## config.mk

```make
export PLATFORM = sky130hd
export DESIGN_NAME = usb_suspend_wake
export DESIGN_NICKNAME = d
export VERILOG_FILES = /design/src/rtl/usb_sw_pkg.sv /design/src/rtl/usb_sw_ctrl.sv /design/src/rtl/usb_sw_dp.sv /design/src/rtl/usb_suspend_wake.sv
export SDC_FILE = /design/constraint.sdc
export NUM_CORES = 1
export LEC_CHECK = 0
export ABC_CLOCK_PERIOD_IN_PS = 3750
export BUFFER_PORTS_ARGS = -buffer_cell sky130_fd_sc_hd__buf_2
export CAP_MARGIN = 20
export CORE_MARGIN = 10
export CORE_UTILIZATION = 60
export CTS_BUF_LIST = sky130_fd_sc_hd__clkbuf_2 sky130_fd_sc_hd__clkbuf_4 sky130_fd_sc_hd__clkbuf_8
export CTS_CLUSTER_DIAMETER = 60
export DETAILED_ROUTE_END_ITERATION = 10
export PLACE_DENSITY = 0.82
export SLEW_MARGIN = 25
export SYNTH_ARGS = -nofsm -noshare
export SYNTH_HDL_FRONTEND = slang
export SYNTH_HIERARCHICAL = 1
export SYNTH_SLANG_ARGS = --single-unit
export TNS_END_PERCENT = 10
```

## constraint.sdc

```tcl
create_clock -name clk -period 3.75 [get_ports clk]
set_input_delay 0.375 -clock clk [delete_from_list [all_inputs] [get_ports clk]]
set_output_delay 0.375 -clock clk [all_outputs]
set_load 0.03 [all_outputs]
```

## src/rtl/usb_sw_pkg.sv

```systemverilog
package usb_sw_pkg;

  // Strobes issued by the control half to the datapath half each cycle.
  typedef struct packed {
    logic flush;     // controller disabled: empty everything
    logic cntClear;  // non-idle sample: restart the idle run
    logic cntRun;    // idle, not frozen, not saturated: advance
    logic setSusp;   // idle run reaches the threshold this cycle
    logic setWake;   // first non-idle sample after an idle one
    logic clrSusp;   // firmware clear of the suspend flag
    logic clrWake;   // firmware clear of the wakeup flag
  } swStrobe_t;

  function automatic logic isIdleJ(input logic dp, input logic dm);
    return dp && !dm;
  endfunction

endpackage

```

## src/rtl/usb_sw_ctrl.sv

```systemverilog
module usb_sw_ctrl
  import usb_sw_pkg::*;
(
  input  logic       clk,
  input  logic       rstN,
  input  logic       dpIn,
  input  logic       dmIn,
  input  logic       ctrlEn,
  input  logic       clkFreeze,
  input  logic       suspClr,
  input  logic       wakeClr,
  input  logic       cntNear,
  input  logic       cntFull,
  output swStrobe_t  strobe
);

  logic lineIdle;
  logic prevIdle;

  assign lineIdle = isIdleJ(dpIn, dmIn);

  // Activity history keeps running under clock freeze so resume is seen.
  always_ff @(posedge clk or negedge rstN) begin
    if (!rstN)        prevIdle <= 1'b0;
    else if (!ctrlEn) prevIdle <= 1'b0;
    else              prevIdle <= lineIdle;
  end

  always_comb begin
    strobe          = '0;
    strobe.flush    = !ctrlEn;
    strobe.cntClear = ctrlEn && !lineIdle;
    strobe.cntRun   = ctrlEn && lineIdle && !clkFreeze && !cntFull;
    strobe.setSusp  = strobe.cntRun && cntNear;
    strobe.setWake  = ctrlEn && prevIdle && !lineIdle;
    strobe.clrSusp  = ctrlEn && suspClr;
    strobe.clrWake  = ctrlEn && wakeClr;
  end

endmodule

```

## src/rtl/usb_sw_dp.sv

```systemverilog
module usb_sw_dp
  import usb_sw_pkg::*;
#(
  parameter int IDLE_CYCLES = 36000
) (
  input  logic       clk,
  input  logic       rstN,
  input  swStrobe_t  strobe,
  input  logic       suspIe,
  input  logic       wakeIe,
  output logic       cntNear,
  output logic       cntFull,
  output logic       suspFlag,
  output logic       wakeFlag,
  output logic       irqReq
);

  localparam int CNT_W = $clog2(IDLE_CYCLES + 1);
  localparam logic [CNT_W-1:0] LIMIT     = CNT_W'(IDLE_CYCLES);
  localparam logic [CNT_W-1:0] LIMIT_M1  = CNT_W'(IDLE_CYCLES - 1);

  logic [CNT_W-1:0] idleCnt;

  assign cntNear = (idleCnt == LIMIT_M1);
  assign cntFull = (idleCnt == LIMIT);

  always_ff @(posedge clk or negedge rstN) begin
    if (!rstN)                                idleCnt <= '0;
    else if (strobe.flush || strobe.cntClear) idleCnt <= '0;
    else if (strobe.cntRun)                   idleCnt <= idleCnt + 1'b1;
  end

  // Set wins over both the firmware clear and the cross-clear.
  always_ff @(posedge clk or negedge rstN) begin
    if (!rstN)                                 suspFlag <= 1'b0;
    else if (strobe.flush)                     suspFlag <= 1'b0;
    else if (strobe.setSusp)                   suspFlag <= 1'b1;
    else if (strobe.setWake || strobe.clrSusp) suspFlag <= 1'b0;
  end

  always_ff @(posedge clk or negedge rstN) begin
    if (!rstN)                                 wakeFlag <= 1'b0;
    else if (strobe.flush)                     wakeFlag <= 1'b0;
    else if (strobe.setWake)                   wakeFlag <= 1'b1;
    else if (strobe.setSusp || strobe.clrWake) wakeFlag <= 1'b0;
  end

  assign irqReq = (suspFlag && suspIe) || (wakeFlag && wakeIe);

endmodule

```

## src/rtl/usb_suspend_wake.sv

```systemverilog
module usb_suspend_wake
  import usb_sw_pkg::*;
#(
  parameter int IDLE_CYCLES = 36000
) (
  input  logic clk,
  input  logic rstN,
  input  logic dpIn,
  input  logic dmIn,
  input  logic ctrlEn,
  input  logic clkFreeze,
  input  logic suspIe,
  input  logic wakeIe,
  input  logic suspClr,
  input  logic wakeClr,
  output logic suspFlag,
  output logic wakeFlag,
  output logic irqReq
);

  swStrobe_t strobe;
  logic      cntNear;
  logic      cntFull;

  usb_sw_ctrl u_ctrl (
    .clk       (clk),
    .rstN      (rstN),
    .dpIn      (dpIn),
    .dmIn      (dmIn),
    .ctrlEn    (ctrlEn),
    .clkFreeze (clkFreeze),
    .suspClr   (suspClr),
    .wakeClr   (wakeClr),
    .cntNear   (cntNear),
    .cntFull   (cntFull),
    .strobe    (strobe)
  );

  usb_sw_dp #(.IDLE_CYCLES(IDLE_CYCLES)) u_dp (
    .clk      (clk),
    .rstN     (rstN),
    .strobe   (strobe),
    .suspIe   (suspIe),
    .wakeIe   (wakeIe),
    .cntNear  (cntNear),
    .cntFull  (cntFull),
    .suspFlag (suspFlag),
    .wakeFlag (wakeFlag),
    .irqReq   (irqReq)
  );

endmodule

```

Yosys cells after proc, flatten, opt, wreduce, memory -nomap -nowiden
Cells that the tools add are included.

Word-level logic and storage cells: 40. Register bits: 19. Bits of input ports: 10. Output and inout bits: 3.

Multiplexer cells: 9. Reductions and logical operators: 22. Equality and inequality tests: 4. Add/subtract/negate cells: 1.

Operators by type and width (count): $eq 16x16->1 const B (2); $mux 16 (2); $add 16x1->16 const B (1); $logic_and 1x1->1 (12); $mux 1 (7); $ne 3x1->1 const B (2); $logic_not 1->1 (5); $logic_or 1x1->1 (4); $reduce_bool 2->1 (1).

Logic depth before layout (Yosys ltp)
Gate-level depths: netlist of the first run.

Depth in word-level cells: 10. Gate-level depth with buffers: 9. Mapped depth without buffers: 8.

Hierarchy
The synthesis of the first run kept the hierarchy.

By module, submodules not included: usb_sw_dp (area an instance 1019.7 sq um, seq. area each 450.4 sq um, times used 1, cells an instance 107); usb_sw_ctrl (area an instance 88.8 sq um, seq. area each 25.0 sq um, times used 1, cells an instance 11).

Least setup slack after synthesis of the first run
OpenSTA, ideal clock, no wires.

Path kind: register to register. Start: register u_dp.idleCnt[0]. End: register u_dp.idleCnt[9]. Setup time: 0.078 ns. Clock period less this slack: 2.062 ns. Buffers on the path: 1. Arrival time: 1.984 ns. Cell stages (with the launch flop): 10. Required time: 3.672 ns. Slack: 1.688 ns. Path through: dfrtp_1 inv_1 ha_1 nand2_1 nor2_1 nor4_1 buf_6 nand4_4 or4_1 a21oi_1.

RTL lines: from (decl) (line usb_sw_dp.sv:22) `logic [CNT_W-1:0] idleCnt;`; from (signal assigned) (line usb_sw_dp.sv:30) `else if (strobe.cntRun) idleCnt <= idleCnt + 1'b1;`.

==> impl_results.md, run 1 <==
* Status: complete, no violations
* Actual slew at the worst max-slew pin at 0.442 ns
* CTS resizes at 0
* Layout cells sized above 1 at 19.8%
* Crit path time final at 2.24 ns
* DR vias at 947
* Max Fclk at 0.447 GHz
* Max stage delay on crit path at 0.55 ns
* First drt pass iteration count at 4
* Reg2Reg Depth at 9
* Most numerous cell in the Yosys netlist: dfrtp_1
* Core area at 0.00175 mm2
* WL/cell at 14.8 um
* Worst ir drop on vdd at 237 uV
* H-tree level count at 1
* Vias in the first global route at 934
* Avg Cell Area, Syn at 9.39 um2
* Gpl congestion at 0.969
* Fillcell total at 146
* Synth-to-Final Area Change at 9.59%
* Pwr Total at 341 uW
* Post-layout util at 69.6%
* Top cell type's share of synthesized area at 42.9%
* Wl on met1 at 1.04 mm
* R2R Setup Slk at 1.51 ns
* Crit path required time at 3.97 ns
* Clock Path Buffers at 2
* Flops & latches, synth at 19
* Worst R2R End: u_dp/idleCnt[9]
* Nets at 144
* Hold WC Path Type: in2reg
* Final Max Slew Viols at 0
* Post-synth top cells: dfrtp_1, nor2_1, nand2_1
* Final WL at 2.30 mm
* Hold Crit Start: dpIn
* Die ar. at 0.00397 mm2
* Primary FF master, synth: dfrtp_1
* Minimum hold slack at 0.395 ns
* Synth area leader: dfrtp_1
* Met2 routed WL at 1.14 mm
* Initial drt markers at 29
* Antenna cells at 0
* Post-synth EDFFs at 0
* HPWL Detailed at 1.70 mm
* Clock Skew at 0.000968 ns
* # rows at 15
* Async set or reset register ratio after synthesis at 100%
* # setup viols final at 0
* Worst hold path depth at 3
* PD cells at 280 mW/mm2
* Worst skew pair latency at 0.29 ns
* Cells after synthesis at 118
* Cts bufs inserted at 3
* Post-synth cell types at 31
* Num ports at 13
* Max_slew headroom at 70.3%
* DR top layer: met4
* Post-route cell area at 0.00121 mm2
* Syn nets at 130
* CTS Root Cell: clkbuf_4
* TNS Setup at 0 ns
* Crit path DAT at 2.46 ns
* Final period util at 59.7%
* Initial antenna violation count at 0
* CP max FO at 10
* First-pass GRT wire length at 3.98 mm
* GR Util All Layers at 11.9%
* RSZ-0062 raised after global routing: false
* DRC viols at 0
* Met3 routed wirelength at 107 um
* Hold Vio Cnt, Final at 0
* Critical-path cell list: inv_1, ha_1, nand2_1, nor2_1, nor4_1, buf_4, nand4_4, or4_1, a21oi_1
* Worst r2r src: u_dp/idleCnt[0]
* Largest net degree at the start of global routing at 20
* Clk sink count at 19
* Placed inst area at 0.00117 mm2
* Lkg Pwr at 0.484 nW
* Sequential area share after synthesis at 42.9%
* Worst Path Buf+Inv at 2
* Port buffer count at 12
* Synth area leaders: dfrtp_1, mux2i_1, nor4_1
* WHS Endpoint: u_ctrl/prevIdle
* Slowest-stage cell, CP: or4_1
* Die Y at 63.0 um
* Ys Warns at 6
* WS Path Type: reg2reg
* Die width at 63.0 um
* Cell class contributing the biggest share of worst-path delay: simple AND/OR/NAND/NOR gates
* CTS tree: yes
* Maxcap violations at 0
* Starting Density at 63.5%
* Final ANT Viol Nets at 0
* Grt ovf at 0
* Setup crit end kind: flip-flop
* Vias per cell at 6.07
* Crit start category: flip-flop
* Area of the mapped netlist at 0.00111 mm2
* CTS clk-pin slew, worst paths at 0.10 ns
==> stage by stage <==
stage / cells / worst slack, ns
finish: 156 / 1.51
global route: 156 / 1.31
floorplan: 118 / 1.69
global placement: 151 / 1.63
detailed placement: 151 / 1.58
CTS: 156 / 1.53
==> layout by cell type (no fill, tap or decap) <==
cell type / instances
buf_2: 12
or2_2: 1
nand2b_1: 1
nor4_1: 9
nand3b_1: 1
or4_1: 4
a21oi_1: 8
xnor2_1: 1
xor2_1: 3
mux2i_1: 6
inv_2: 1
nand4_4: 1
nand3_1: 2
nand4_1: 7
ha_1: 2
dlygate4sd3_1: 1
o21ai_0: 2
nor2_1: 12
a22o_1: 1
dfrtp_1: 19
nor4bb_1: 1
nand2_1: 11
and2_2: 3
clkbuf_4: 4
or3_1: 7
nor4b_1: 1
and3_2: 1
buf_4: 1
o31ai_1: 4
inv_1: 2
nand3_2: 2
==> how the worst max path moves through the flow <==
| stage | from | endpoint | slack, ns | cells past startpoint |
|---|---|---|---|---|
| after floorplan | u_dp/idleCnt[0] | u_dp/idleCnt[9] | 1.69 | 9 |
| after global placement | u_dp/idleCnt[7] | u_dp/idleCnt[9] | 1.63 | 8 |
| after detailed placement | u_dp/idleCnt[0] | u_dp/idleCnt[9] | 1.58 | 9 |
| after CTS | u_dp/idleCnt[0] | u_dp/idleCnt[9] | 1.53 | 9 |
| after global routing | u_dp/idleCnt[0] | u_dp/idleCnt[13] | 1.31 | 9 |
| final | u_dp/idleCnt[0] | u_dp/idleCnt[9] | 1.51 | 9 |
==> area by class of cell <==
class                   instances  area (um2)  share of cell area [%]
clock buffers                   4        30.0                    2.47
inverters                       3        11.3                   0.927
multi-input cells              91         589                    48.5
flip-flops and latches         19         475                    39.1
well taps                      25        31.3                    2.57
repair buffers                 14        77.6                    6.39
==> what timing repair did <==
action | CTS | global route
buffers inserted | 0 | 0
hold endpoints to repair | 10 | 0
hold buffers | 1 | 0
==> worst register-to-register path, stage by stage, from the launching register on <==
cell	delay (ns)
dfrtp_1	0.46
inv_1	0.07
ha_1	0.19
nand2_1	0.06
nor2_1	0.05
nor4_1	0.23
buf_4	0.21
nand4_4	0.19
or4_1	0.55
a21oi_1	0.15
==> power breakdown <==
group	switching (mW)	internal [mW]
combinational	0.0162	0.0103
sequential	0.000705	0.206
clock	0.0593	0.0486
total	0.0762	0.265
==> state kept, by name, indices dropped and copies added, names as in the netlist <==
register / count
u_dp/suspFlag: 1
u_ctrl/prevIdle: 1
u_dp/idleCnt: 16
u_dp/wakeFlag: 1
==> per-layer routing <==
layer	track usage, %	vias up
li1	-	466
met1	14.5	444
met2	18.8	33
met3	2.69	4
met4	6.42	0
met5	0	-
==> kinds of logic after synthesis <==
family	Yosys count	share of synthesized area [%]
AND/OR/NAND/NOR	64	34.3
flip-flops	19	42.9
AO/OA/AOI/OAI	15	8.01
buffers and inverters	8	3.95
multiplexers	6	5.42
XOR/XNOR	4	3.16
adder cells (fa/ha/maj)	2	2.26
Note: power is estimated with default switching activity, not from simulation.
==> inputs of run 2 (changes only) <==
- ABC_CLOCK_PERIOD_IN_PS: 3750 -> 1900
- CORE_UTILIZATION: 60 -> 53
- PLACE_DENSITY: 0.82 -> 0.76
- clock period: 3.75 -> 1.9 ns (I/O delays scaled with it)
==> impl_results.md, run 2 (synthesis gave the netlist of run 1 again) <==
* Status: complete, but fails checks
* Failing checks: negative setup slack
* Antenna cells at 0 (unchanged)
* Actual slew at the worst max-slew pin at 0.440 ns (-0.00224 ns)
* GR Util All Layers at 14.2% (+2.3 points)
* Critical-path cell list: nor4bb_1, nand4_1, nor2_2, nor4_2, buf_4, nand4_4, or4_1, a21oi_2
* CTS Root Cell: clkbuf_4
* DRC viols at 0 (unchanged)
* # rows at 16 (+1)
* Vias in the first global route at 1174 (+26%)
* Clk sink count at 19 (unchanged)
* Starting Density at 55.9% (-7.6 points)
* Final Max Slew Viols at 0 (unchanged)
* Crit path time final at 2.11 ns (-0.132 ns)
* Hold WC Path Type: in2reg
* Final WL at 2.86 mm (+24%)
* Area of the multi-input gates at 658 um2 (+12%)
* Hold Vio Cnt, Final at 0 (unchanged)
* Port buffer count at 12 (unchanged)
* Minimum hold slack at 0.195 ns (-0.200 ns)
* Max Fclk at 0.475 GHz (+6.3%)
* DP Worst Slack at -0.205 ns (-1.78 ns)
* Crit path required time at 2.16 ns (-1.81 ns)
* Synth-to-Final Area Change at 32.3%
* # setup viols final at 12 (+12)
* First drt pass iteration count at 5 (+1)
* Die ar. at 0.00432 mm2 (+8.9%)
* Max_slew headroom at 70.7% (+0.42 points)
* WS Path Type: reg2reg
* HPWL Detailed at 1.98 mm (+16%)
* Layout cells sized above 1 at 40.6% (+21 points)
* Setup crit end kind: flip-flop
* Initial antenna violation count at 0 (unchanged)
* Largest net degree at the start of global routing at 20 (unchanged)
* Worst ir drop on vdd at 579 uV (+140%)
* Final period util at 111% (+51 points)
* Clock Skew at 0.0174 ns (+0.0165 ns)
* Fillcell total at 141 (-3.4%)
* Cell class contributing the biggest share of worst-path delay: simple AND/OR/NAND/NOR gates
* Crit start category: flip-flop
* Worst Path Buf+Inv at 1 (-1)
* Slowest-stage cell, CP: or4_1
* CTS tree: yes
* Nets at 168 (+17%)
* Setup WS post-layout at -0.205 ns (-1.72 ns)
* CP max FO at 7 (-3)
* CTS clk-pin slew, worst paths at 0.13 ns (+0.03 ns)
* Final ANT Viol Nets at 0 (unchanged)
* Gpl congestion at 0.920 (-5.1%)
* Die width at 65.7 um (+4.4%)
* Worst skew pair latency at 0.31 ns (+0.02 ns)
* Max FFs per register at 16 (unchanged)
* Maxcap violations at 0 (unchanged)
* Cts bufs inserted at 3 (unchanged)
* PD cells at 468 mW/mm2 (+67%)
* H-tree level count at 1 (unchanged)
* Commonest cells after routing, fill and taps aside: buf_4, dfrtp_1, buf_2
* Max stage delay on crit path at 0.55 ns (about the same)
* Lkg Pwr at 0.606 nW (+25%)
* Die Y at 65.7 um (+4.4%)
* Core area at 0.00198 mm2 (+14%)
* WL/cell at 15.7 um (+6.4%)
* Register area at 475 um2 (unchanged)
* Largest Register: u_dp/idleCnt
* DR vias at 1072 (+13%)
* Crit path DAT at 2.36 ns (-0.10 ns)
* First-pass GRT wire length at 4.99 mm (+25%)
* Num ports at 13 (unchanged)
* Vias per cell at 5.89 (-3.0%)
* Commonest non-fill, non-tap cell in the layout: buf_4
* Grt ovf at 0 (unchanged)
* Initial drt markers at 38 (+31%)
* RSZ-0062 raised after global routing: true
* Clock Path Buffers at 2 (unchanged)
-- run 2: changes by cell type in the layout (fill, tap and decap cells not counted), moves of 3 or more --
cell | previous run | this run
nor4_2 | 0 | 5
a21oi_2 | 0 | 3
buf_4 | 1 | 25
nor4_1 | 9 | 4
a21oi_1 | 8 | 5
-- run 2: area by class of cell --
cell class,count,area share (%)
Sequential cell,19,32.4
Inverter,3,0.768
Tap cell,27,2.30
Timing Repair Buffer,38,17.6
Multi-Input combinational cell,91,44.9
Clock inverter,1,0.512
Clock buffer,3,1.54
-- run 2: worst min-delay path: stages --
cell	delay, ns
buf_2	0.11
nand2b_1	0.13
nor2_1	0.05
-- run 2: power by group --
group	internal (mW)	total [mW]	switching [mW]
Sequential	0.406	0.407	0.000823
Combinational	0.0234	0.0593	0.0359
Clock	0.0803	0.219	0.139
Total	0.510	0.686	0.176
-- run 2: worst paths after layout --
kind | start | end | slack, ns | cells after the start
worst min-delay path | dpIn | u_ctrl/prevIdle | 0.19 | 3
worst max-delay path | u_dp/idleCnt[15] | u_dp/idleCnt[7] | -0.21 | 8
min in group asynchronous | rstN | u_dp/idleCnt[7] | 0.33 | 2
worst max register to register | u_dp/idleCnt[15] | u_dp/idleCnt[7] | -0.21 | 8
worst min register to register | u_dp/wakeFlag | u_dp/wakeFlag | 0.57 | 2
max in group asynchronous | rstN | u_dp/idleCnt[13] | 1.25 | 2
-- run 2: per-stage QoR --
stage               util, %  std cells  setup TNS, ns  power (mW)  cell area, um2
detailed placement     68.2        175          -1.82       0.471            1350
floorplan                 -        118         -0.543       0.443            1120
CTS                    72.0        182          -1.99       0.692            1430
finish                 74.0        182          -1.80       0.686            1470
global route           74.0        182          -3.51       0.719            1470
global placement       68.2        175         -0.684       0.469            1350
-- run 2: timing repair --
item | CTS | global route
gates resized for setup | 4 | 9
endpoints found under the setup margin | 14 | 16
hold endpoints to repair | 19 | 0
setup buffers | 2 | 0
pin swaps | 8 | 2
hold buffers | 1 | 0
-- run 2: per-layer routing --
metal	track usage (%)	share of wire, %
met3	5.08	4.5
met4	5.88	1.9
met2	23.3	53
met5	0	0
met1	16.4	40
